$ cat src/rtl/wdt_pkg.sv
package wdt_pkg;

    typedef enum logic [1:0] {
        REG_COUNT  = 2'd0,
        REG_CTRL   = 2'd1,
        REG_STATUS = 2'd2,
        REG_NONE   = 2'd3
    } wdt_reg_e;

    typedef struct packed {
        logic flag;
        logic rst_pulse;
    } wdt_flag_t;

endpackage

$ cat src/rtl/wdt_downcount.sv
module wdt_downcount #(
    parameter int CNT_W        = 32,
    parameter bit HOLD_AT_ZERO = 1'b0
) (
    input  logic             clk,
    input  logic             rst_n,
    input  logic             tick,
    input  logic             load_en,
    input  logic [CNT_W-1:0] load_val,
    input  logic             ack_en,
    output logic [CNT_W-1:0] count_o,
    output logic             expire_o,
    output logic             rezero_o
);
    localparam logic [CNT_W-1:0] CNT_ALL1 = '1;
    localparam logic [CNT_W-1:0] CNT_ONE  = {{(CNT_W-1){1'b0}}, 1'b1};

    logic [CNT_W-1:0] cnt_d, cnt_q;
    logic             at_zero;
    logic             reload_ack;

    assign at_zero    = (cnt_q == '0);
    assign reload_ack = (HOLD_AT_ZERO == 1'b0) && ack_en && at_zero;

    always_comb begin
        cnt_d = cnt_q;
        if (load_en) begin
            cnt_d = load_val;
        end else if (reload_ack) begin
            cnt_d = CNT_ALL1;
        end else if (tick && !at_zero) begin
            cnt_d = cnt_q - CNT_ONE;
        end
    end

    always_ff @(posedge clk or negedge rst_n) begin
        if (!rst_n) begin
            cnt_q <= CNT_ALL1;
        end else begin
            cnt_q <= cnt_d;
        end
    end

    assign count_o  = cnt_q;
    assign expire_o = tick && !load_en && (cnt_q == CNT_ONE);
    assign rezero_o = (HOLD_AT_ZERO == 1'b1) && tick && !load_en && at_zero;

endmodule

$ cat src/rtl/wdt_flag.sv
module wdt_flag
    import wdt_pkg::*;
(
    input  logic clk,
    input  logic rst_n,
    input  logic expire,
    input  logic rezero,
    input  logic ack_en,
    input  logic rst_en,
    output logic flag_o,
    output logic rst_pulse_o
);
    wdt_flag_t st_d, st_q;

    always_comb begin
        st_d           = st_q;
        st_d.rst_pulse = expire && rst_en;
        if (expire || rezero) begin
            st_d.flag = 1'b1;
        end else if (ack_en) begin
            st_d.flag = 1'b0;
        end
    end

    always_ff @(posedge clk or negedge rst_n) begin
        if (!rst_n) begin
            st_q <= '0;
        end else begin
            st_q <= st_d;
        end
    end

    assign flag_o      = st_q.flag;
    assign rst_pulse_o = st_q.rst_pulse;

endmodule

$ cat src/rtl/watchdog_timer.sv
module watchdog_timer
    import wdt_pkg::*;
#(
    parameter int CNT_W        = 32,
    parameter bit HOLD_AT_ZERO = 1'b0
) (
    input  logic             clk,
    input  logic             rst_n,
    input  logic             tick,
    input  logic             bus_wr,
    input  logic [1:0]       bus_addr,
    input  logic [CNT_W-1:0] bus_wdata,
    output logic [CNT_W-1:0] bus_rdata,
    output logic             irq,
    output logic             rst_req
);
    localparam int PAD_W = CNT_W - 1;

    wdt_reg_e         sel;
    logic             wr_cnt, wr_ctrl, ack_en;
    logic             ctrl_d, ctrl_q;
    logic [CNT_W-1:0] cnt_val;
    logic             expire, rezero;

    assign sel     = wdt_reg_e'(bus_addr);
    assign wr_cnt  = bus_wr && (sel == REG_COUNT);
    assign wr_ctrl = bus_wr && (sel == REG_CTRL);
    assign ack_en  = bus_wr && (sel == REG_STATUS) && bus_wdata[0];

    always_comb begin
        ctrl_d = ctrl_q;
        if (wr_ctrl) begin
            ctrl_d = bus_wdata[0];
        end
    end

    always_ff @(posedge clk or negedge rst_n) begin
        if (!rst_n) begin
            ctrl_q <= 1'b0;
        end else begin
            ctrl_q <= ctrl_d;
        end
    end

    wdt_downcount #(
        .CNT_W        (CNT_W),
        .HOLD_AT_ZERO (HOLD_AT_ZERO)
    ) u_cnt (
        .clk      (clk),
        .rst_n    (rst_n),
        .tick     (tick),
        .load_en  (wr_cnt),
        .load_val (bus_wdata),
        .ack_en   (ack_en),
        .count_o  (cnt_val),
        .expire_o (expire),
        .rezero_o (rezero)
    );

    wdt_flag u_flag (
        .clk         (clk),
        .rst_n       (rst_n),
        .expire      (expire),
        .rezero      (rezero),
        .ack_en      (ack_en),
        .rst_en      (ctrl_q),
        .flag_o      (irq),
        .rst_pulse_o (rst_req)
    );

    always_comb begin
        case (sel)
            REG_COUNT:  bus_rdata = cnt_val;
            REG_CTRL:   bus_rdata = {{PAD_W{1'b0}}, ctrl_q};
            REG_STATUS: bus_rdata = {{PAD_W{1'b0}}, irq};
            default:    bus_rdata = '0;
        endcase
    end

endmodule

$ cat config.mk
export PLATFORM = sky130hd
export DESIGN_NAME = watchdog_timer
export DESIGN_NICKNAME = d
export VERILOG_FILES = /design/src/rtl/wdt_pkg.sv /design/src/rtl/wdt_downcount.sv /design/src/rtl/wdt_flag.sv /design/src/rtl/watchdog_timer.sv
export SDC_FILE = /design/constraint.sdc
export NUM_CORES = 1
export LEC_CHECK = 0
export ABC_AREA = 0
export BUFFER_PORTS_ARGS = -buffer_cell sky130_fd_sc_hd__buf_4
export CORE_MARGIN = 10
export CORE_UTILIZATION = 25
export CTS_CLUSTER_SIZE = 28
export DETAILED_ROUTE_END_ITERATION = 6
export GPL_ROUTABILITY_DRIVEN = 0
export SLEW_MARGIN = 0
export SYNTH_ARGS = -nofsm -noshare
export SYNTH_HDL_FRONTEND = slang
export SYNTH_SLANG_ARGS = --single-unit
$ cat constraint.sdc
create_clock -name clk -period 5.69 [get_ports clk]
set_clock_uncertainty 0.05 [all_clocks]
set_input_delay 0.2845 -clock clk [delete_from_list [all_inputs] [get_ports clk]]
set_output_delay 0.2845 -clock clk [all_outputs]
set_load 0.02 [all_outputs]
# Word level (Yosys, flattened, before mapping)
# Index checks and enable logic that the tools add are counted.
# W data, S select, Z words.
[word_totals] register_bits=35 latch_bits=0 ram_bits=0 rom_bits=0 in_bits=38 output_inout_bits=34 mem_count=0
[classes] add_sub_neg=1 multipliers=0 div=0 magnitude_cmp=0 n_eq_ne=3 shift=0 mux=6 bitwise_logic=0 reduce_logical=15
[ops] operator="$mux W32" n=3
[ops] operator="$pmux W32 S3" n=1
[ops] operator="$eq A32 B1 Y1 const B" n=1
[ops] operator="$logic_not A32 Y1" n=1
[ops] operator="$sub A32 B1 Y32 const B" n=1
[ops] operator="$logic_and A1 B1 Y1" n=9
[ops] operator="$reduce_bool A3 Y1" n=1
[ops] operator="$eq A2 B1 Y1 const B" n=1
[ops] operator="$eq A2 B2 Y1 const B" n=1
[ops] operator="$logic_not A1 Y1" n=2
[ops] operator="$logic_not A2 Y1" n=1
[ops] operator="$mux W1" n=2
[ops] operator="$reduce_bool A2 Y1" n=1

# Longest topological paths before layout
[depth] word_depth=6 depth_mapped=9 ltp_nobuf=7

# Modules after synthesis
# Synthesis repeated with hierarchy kept, for this count alone.
[hier_totals] cells_unflattened=286 hier_area_um2=2716.4
[modules_own_cells] module="wdt_downcount" instances=1 cells_per_inst=237 area_per_inst_um2=2309.7 seq_area_each_um2=840.8
[modules_own_cells] module="watchdog_timer" instances=1 cells_per_inst=43 area_per_inst_um2=337.8 seq_area_each_um2=25.0
[modules_own_cells] module="wdt_flag" instances=1 cells_per_inst=6 area_per_inst_um2=68.8 seq_area_each_um2=50.0

# Worst setup path before layout
# Ideal clock, no wire load.
[synth_timing] kind="register to register" start="reg u_cnt.cnt_q[27] (netlist: u_cnt.count_o[27])" end="reg u_cnt.cnt_q[20] (netlist: u_cnt.count_o[20])" setup_time_ps=72 arrival_time_ps=2312 path_slack_ps=3256 path_stages_with_launch=9 n_path_buf=2 cell_sequence="dfstp_2 > or4_4 > or2_4 > o41a_1 > buf_6 > nor3_4 > buf_6 > o21ai_1 > o21ai_1"
[synth_via] elab_chain_len=4
[synth_lines] element="from (decl)" line="wdt_downcount.sv:18" rtl="logic [CNT_W-1:0] cnt_d, cnt_q;"
[synth_lines] element="from (signal assigned)" line="wdt_downcount.sv:40" rtl="cnt_q <= cnt_d;"
[synth_lines] element="$logic_not A32 Y1 (*)" line="wdt_downcount.sv:22" rtl="assign at_zero = (cnt_q == '0);"
[synth_lines] element="$logic_and A1 B1 Y1 or $logic_not A1 Y1 (tied branches)" line="wdt_downcount.sv:23, wdt_downcount.sv:31"
[synth_lines] element="$mux W32 or $logic_and A1 B1 Y1 (tied branches)" line="wdt_downcount.sv:29, wdt_downcount.sv:31"
[synth_lines] element="$mux W32 or $reduce_bool A3 Y1 (tied branches)"
# Mark *: on every way between the ends. The rest lies on a longest branch, timed or not.
# A chain may end at the register's enable or synchronous reset.

# Worst setup path in the final report
[layout_timing] start="reg u_cnt.cnt_q[10] (netlist: u_cnt.count_o[10])" end="reg u_cnt.cnt_q[13] (netlist: u_cnt.count_o[13])"
[layout_via] elab_chain_len=4
[layout_lines] element="$sub A32 B1 Y32 or $logic_not A32 Y1 (tied branches)" line="wdt_downcount.sv:32, wdt_downcount.sv:22"
[layout_lines] element="$mux W32, or another cell as far along" line="wdt_downcount.sv:31" rtl="end else if (tick && !at_zero) begin"
[layout_lines] element="$mux W32 or $logic_and A1 B1 Y1 (tied branches)" line="wdt_downcount.sv:29, wdt_downcount.sv:31"
[layout_lines] element="$mux W32 or $reduce_bool A3 Y1 (tied branches)"
# Several ways; a longest one is shown, not always the timed one. The select of a mux whose other input is x is not followed.

==> results.toml <==
[sta]
fmax_ghz = 0.304
worst_slew_pin_slew_ns = 0.953
fin_ws_ns = 2.40
finalCriticalPeriod_ns = 3.29
final-setup-viol-count = 0
fin_crit_sh_pct = 57.8
max_slew_margin_pct = 36.2
hold_viol = 0
slew_violations = 0
rsz0062_at_grt = "no"
tns_ns = 0

[yosys]
ys_types = 52
ys_seq_area_share_pct = 36.7
yosys_warnings = 0
yosysTopAreaCell = "dfstp_2"
synth_edf_count = 0
synth_flop_cell = "dfstp_2"
ys_ff_latch = 35
synth_compound_area_share_pct = 21.3
synth_top_family_by_area = "simple AND/OR/NAND/NOR gates"
yosys.area_share.simple_pct = 33.3
synthCells = 309
syn_avg_cell_area_um2 = 8.08
synthXorXnorAreaFrac_pct = 1.75
syn_nets = 349
syn_area_um2 = 2500
synthMuxAreaShare_pct = 1.25
synthAdderAreaFrac_pct = 1.00
yosysTopAreaCellShare_pct = 33.7
async_flop_share_pct = 100
yosys-top-cells-area = "dfstp_2 (34%), nor2_1 (7.1%), and2_1 (7.0%)"

[global_route]
grtUsageMet3_pct = 3.84
track_usage_pct = 11.8
overflow = 0
antenna_found_initial = 0
met1_usage_pct = 14.8
grt_pass1_vias = 2727
grt_max_degree = 41
grt_busiest_layer = "met2"
use_met2_pct = 19.1
grt_pass1_wl_mm = 14.0

[hold_path]
min_from = "bus_wdata[22]"
worst_hold_path.endpoint = "u_cnt.count_o[22]"
whs_path_depth = 3
hp-class = "input port to register"

[floorplanning]
rows = 36
die_area_um2 = 14400
die_w_um = 120
io_pins = 72
core_area_um2 = 9770
start_util_pct = 25.6
die_h_um = 120

[finish]
syn_to_final_growth_pct = 28.8
nets = 412
diodes = 0
n_fill_cell = 1070
drive_gt1_share_pct = 33.5

[clocking]
clock_latency_ns = 0.29
cts-root-buf = "clkbuf_8"
cts_setup_buffers = 0
clk_path_buf_depth = 2
htreeDepth = 2
cts.sinks = 35
tritoncts = "done"
clk_pin_slew_ns = 0.07
cts_inserted_buffers = 5

[placed_design]
pre_cts_ws_ns = 2.16
port_buffers = 71
hpwl_mm = 6.32

[routing]
drt_iter0_markers = 156
postRouteAntennaNets = 0
vias_per_cell = 5.12
num_vias = 2589
dr.pass1.iters = 4
route.detailed.drc = 0
wl_per_cell_um = 17.1
wirelength_mm = 8.68

[critical_path]
r2r_start = "u_cnt.count_o[10]"
end_kind = "register"
crit_arrival_ns = 3.45
start_kind = "register"
r2r_slack_ns = 2.40
path_class = "register to register"
crit_required_ns = 5.85
r2r-end = "u_cnt.count_o[13]"
cp_max_fo = 19
reg2reg_depth = 6

[pwr]
p_leak_nw = 1.22
powerDensity_nw_per_um2 = 252
peakVddDrop_v = 0.0000940

[flow_run]
cap_violations = 0

[run_status]
status = "finished, final reports clean"
==> Yosys cell counts (2+ instances only) <==
master / count
nand4b_1: 3
o22ai_1: 8
nand4_1: 4
o31a_1: 2
mux2i_1: 2
nor3b_1: 3
or3b_2: 2
dfrtp_1: 3
buf_2: 2
a21oi_1: 20
dfstp_2: 32
inv_1: 6
a31oi_1: 12
o21ai_0: 16
nand2_1: 16
or2_2: 2
o31ai_1: 2
o21ai_1: 7
nor3_1: 24
ha_1: 2
a211oi_1: 2
nor4_1: 9
nand3b_1: 3
nand3_1: 4
and2_1: 28
a2bb2oi_2: 2
buf_6: 2
clkbuf_1: 13
or3_1: 3
xor2_1: 2
nor2_1: 47
o22a_1: 3
a311oi_1: 2
xnor2_1: 3
==> registers in the layout, indices dropped and copies added (netlist names) <==
name	count
u_cnt.count_o	32
ctrl_q	1
u_flag.flag_o	1
u_flag.rst_pulse_o	1
==> worst max-delay path by stage <==
stage,cells past startpoint,slack (ns),from,endpoint
after CTS,7,2.14,u_cnt.count_o[10],u_cnt.count_o[21]
after floorplan,8,3.26,u_cnt.count_o[27],u_cnt.count_o[20]
final,6,2.40,u_cnt.count_o[10],u_cnt.count_o[13]
after global routing,6,2.14,u_cnt.count_o[10],u_cnt.count_o[11]
after detailed placement,7,2.16,u_cnt.count_o[10],u_cnt.count_o[21]
after global placement,7,2.21,u_cnt.count_o[10],u_cnt.count_o[21]
==> repair_timing <==
| action | CTS | global route |
|---|---|---|
| hold endpoints to repair | 3 | 0 |
| gates resized for setup | 0 | 0 |
| endpoints found under the setup margin | 0 | 0 |
| hold buffers | 1 | 0 |
==> layout by cell type (no fill, tap or decap), types with 4 or more instances in the layout <==
cell	n
buf_4	73
nor2_1	46
dfstp_2	32
and2_1	28
nor3_1	24
a21oi_1	20
o21ai_0	16
nand2_1	16
a31oi_1	12
nor4_1	9
o22ai_1	8
o21ai_1	7
inv_1	6
clkbuf_8	5
nand4_1	4
nand3_1	4
==> worst max-delay path: stages, from the launching register on <==
cell	delay (ns)
dfstp_2	0.39
nor4_2	0.51
nand3_1	0.48
o41a_1	0.72
nor3_4	0.74
o21ai_0	0.20
o21ai_0	0.12
==> power by group <==
| part | internal, mW | leakage (nW) | switching [mW] | total (mW) |
|---|---|---|---|---|
| Sequential | 0.336 | 0.377 | 0.0668 | 0.403 |
| Combinational | 0.105 | 0.804 | 0.121 | 0.226 |
| Clock | 0.0861 | 0.0422 | 0.0946 | 0.181 |
| Total | 0.527 | 1.22 | 0.283 | 0.809 |
==> through the flow <==
step | hold slack (ns) | cell area (µm²) | utilization [%] | power, mW | cells
final | 0.166 | 3220 | 32.9 | 0.809 | 506
after global routing | 0.180 | 3220 | 32.9 | 0.861 | 506
after CTS | 0.163 | 3210 | 32.9 | 0.812 | 505
after detailed placement | 0.221 | 3120 | 31.9 | 0.630 | 496
after global placement | 0.219 | 3120 | 31.9 | 0.625 | 496
after floorplan | -0.0611 | 2500 | - | 0.530 | 309
==> final cells by class <==
cell class / instances / area (µm²) / share of cell area [%]
clock buffer: 7 / 76.3 / 2.37
multi-input combinational: 249 / 1470 / 45.6
inverter: 6 / 22.5 / 0.700
clock inverter: 1 / 5.00 / 0.156
sequential: 35 / 916 / 28.5
tap: 133 / 166 / 5.17
timing repair buffer: 75 / 563 / 17.5
==> routing by layer <==
metal / vias up / wire (µm) / part of all wire [%]
met3: 6 / 591 / 6.8
li1: 1256 / - / -
met2: 71 / 4010 / 46
met4: 0 / 63 / 0.73
met1: 1256 / 4010 / 46
met5: - / 0 / 0
==> kinds of logic after synthesis <==
group	count (synthesis)
and+or+nand+nor	155
AOI/OAI and AO/OA	84
DFF	35
buffers and inverters	25
xor gates and xnor gates	5
muxes	3
adders and majority gates	2
No activity file was read; power rests on OpenSTA's default activity.
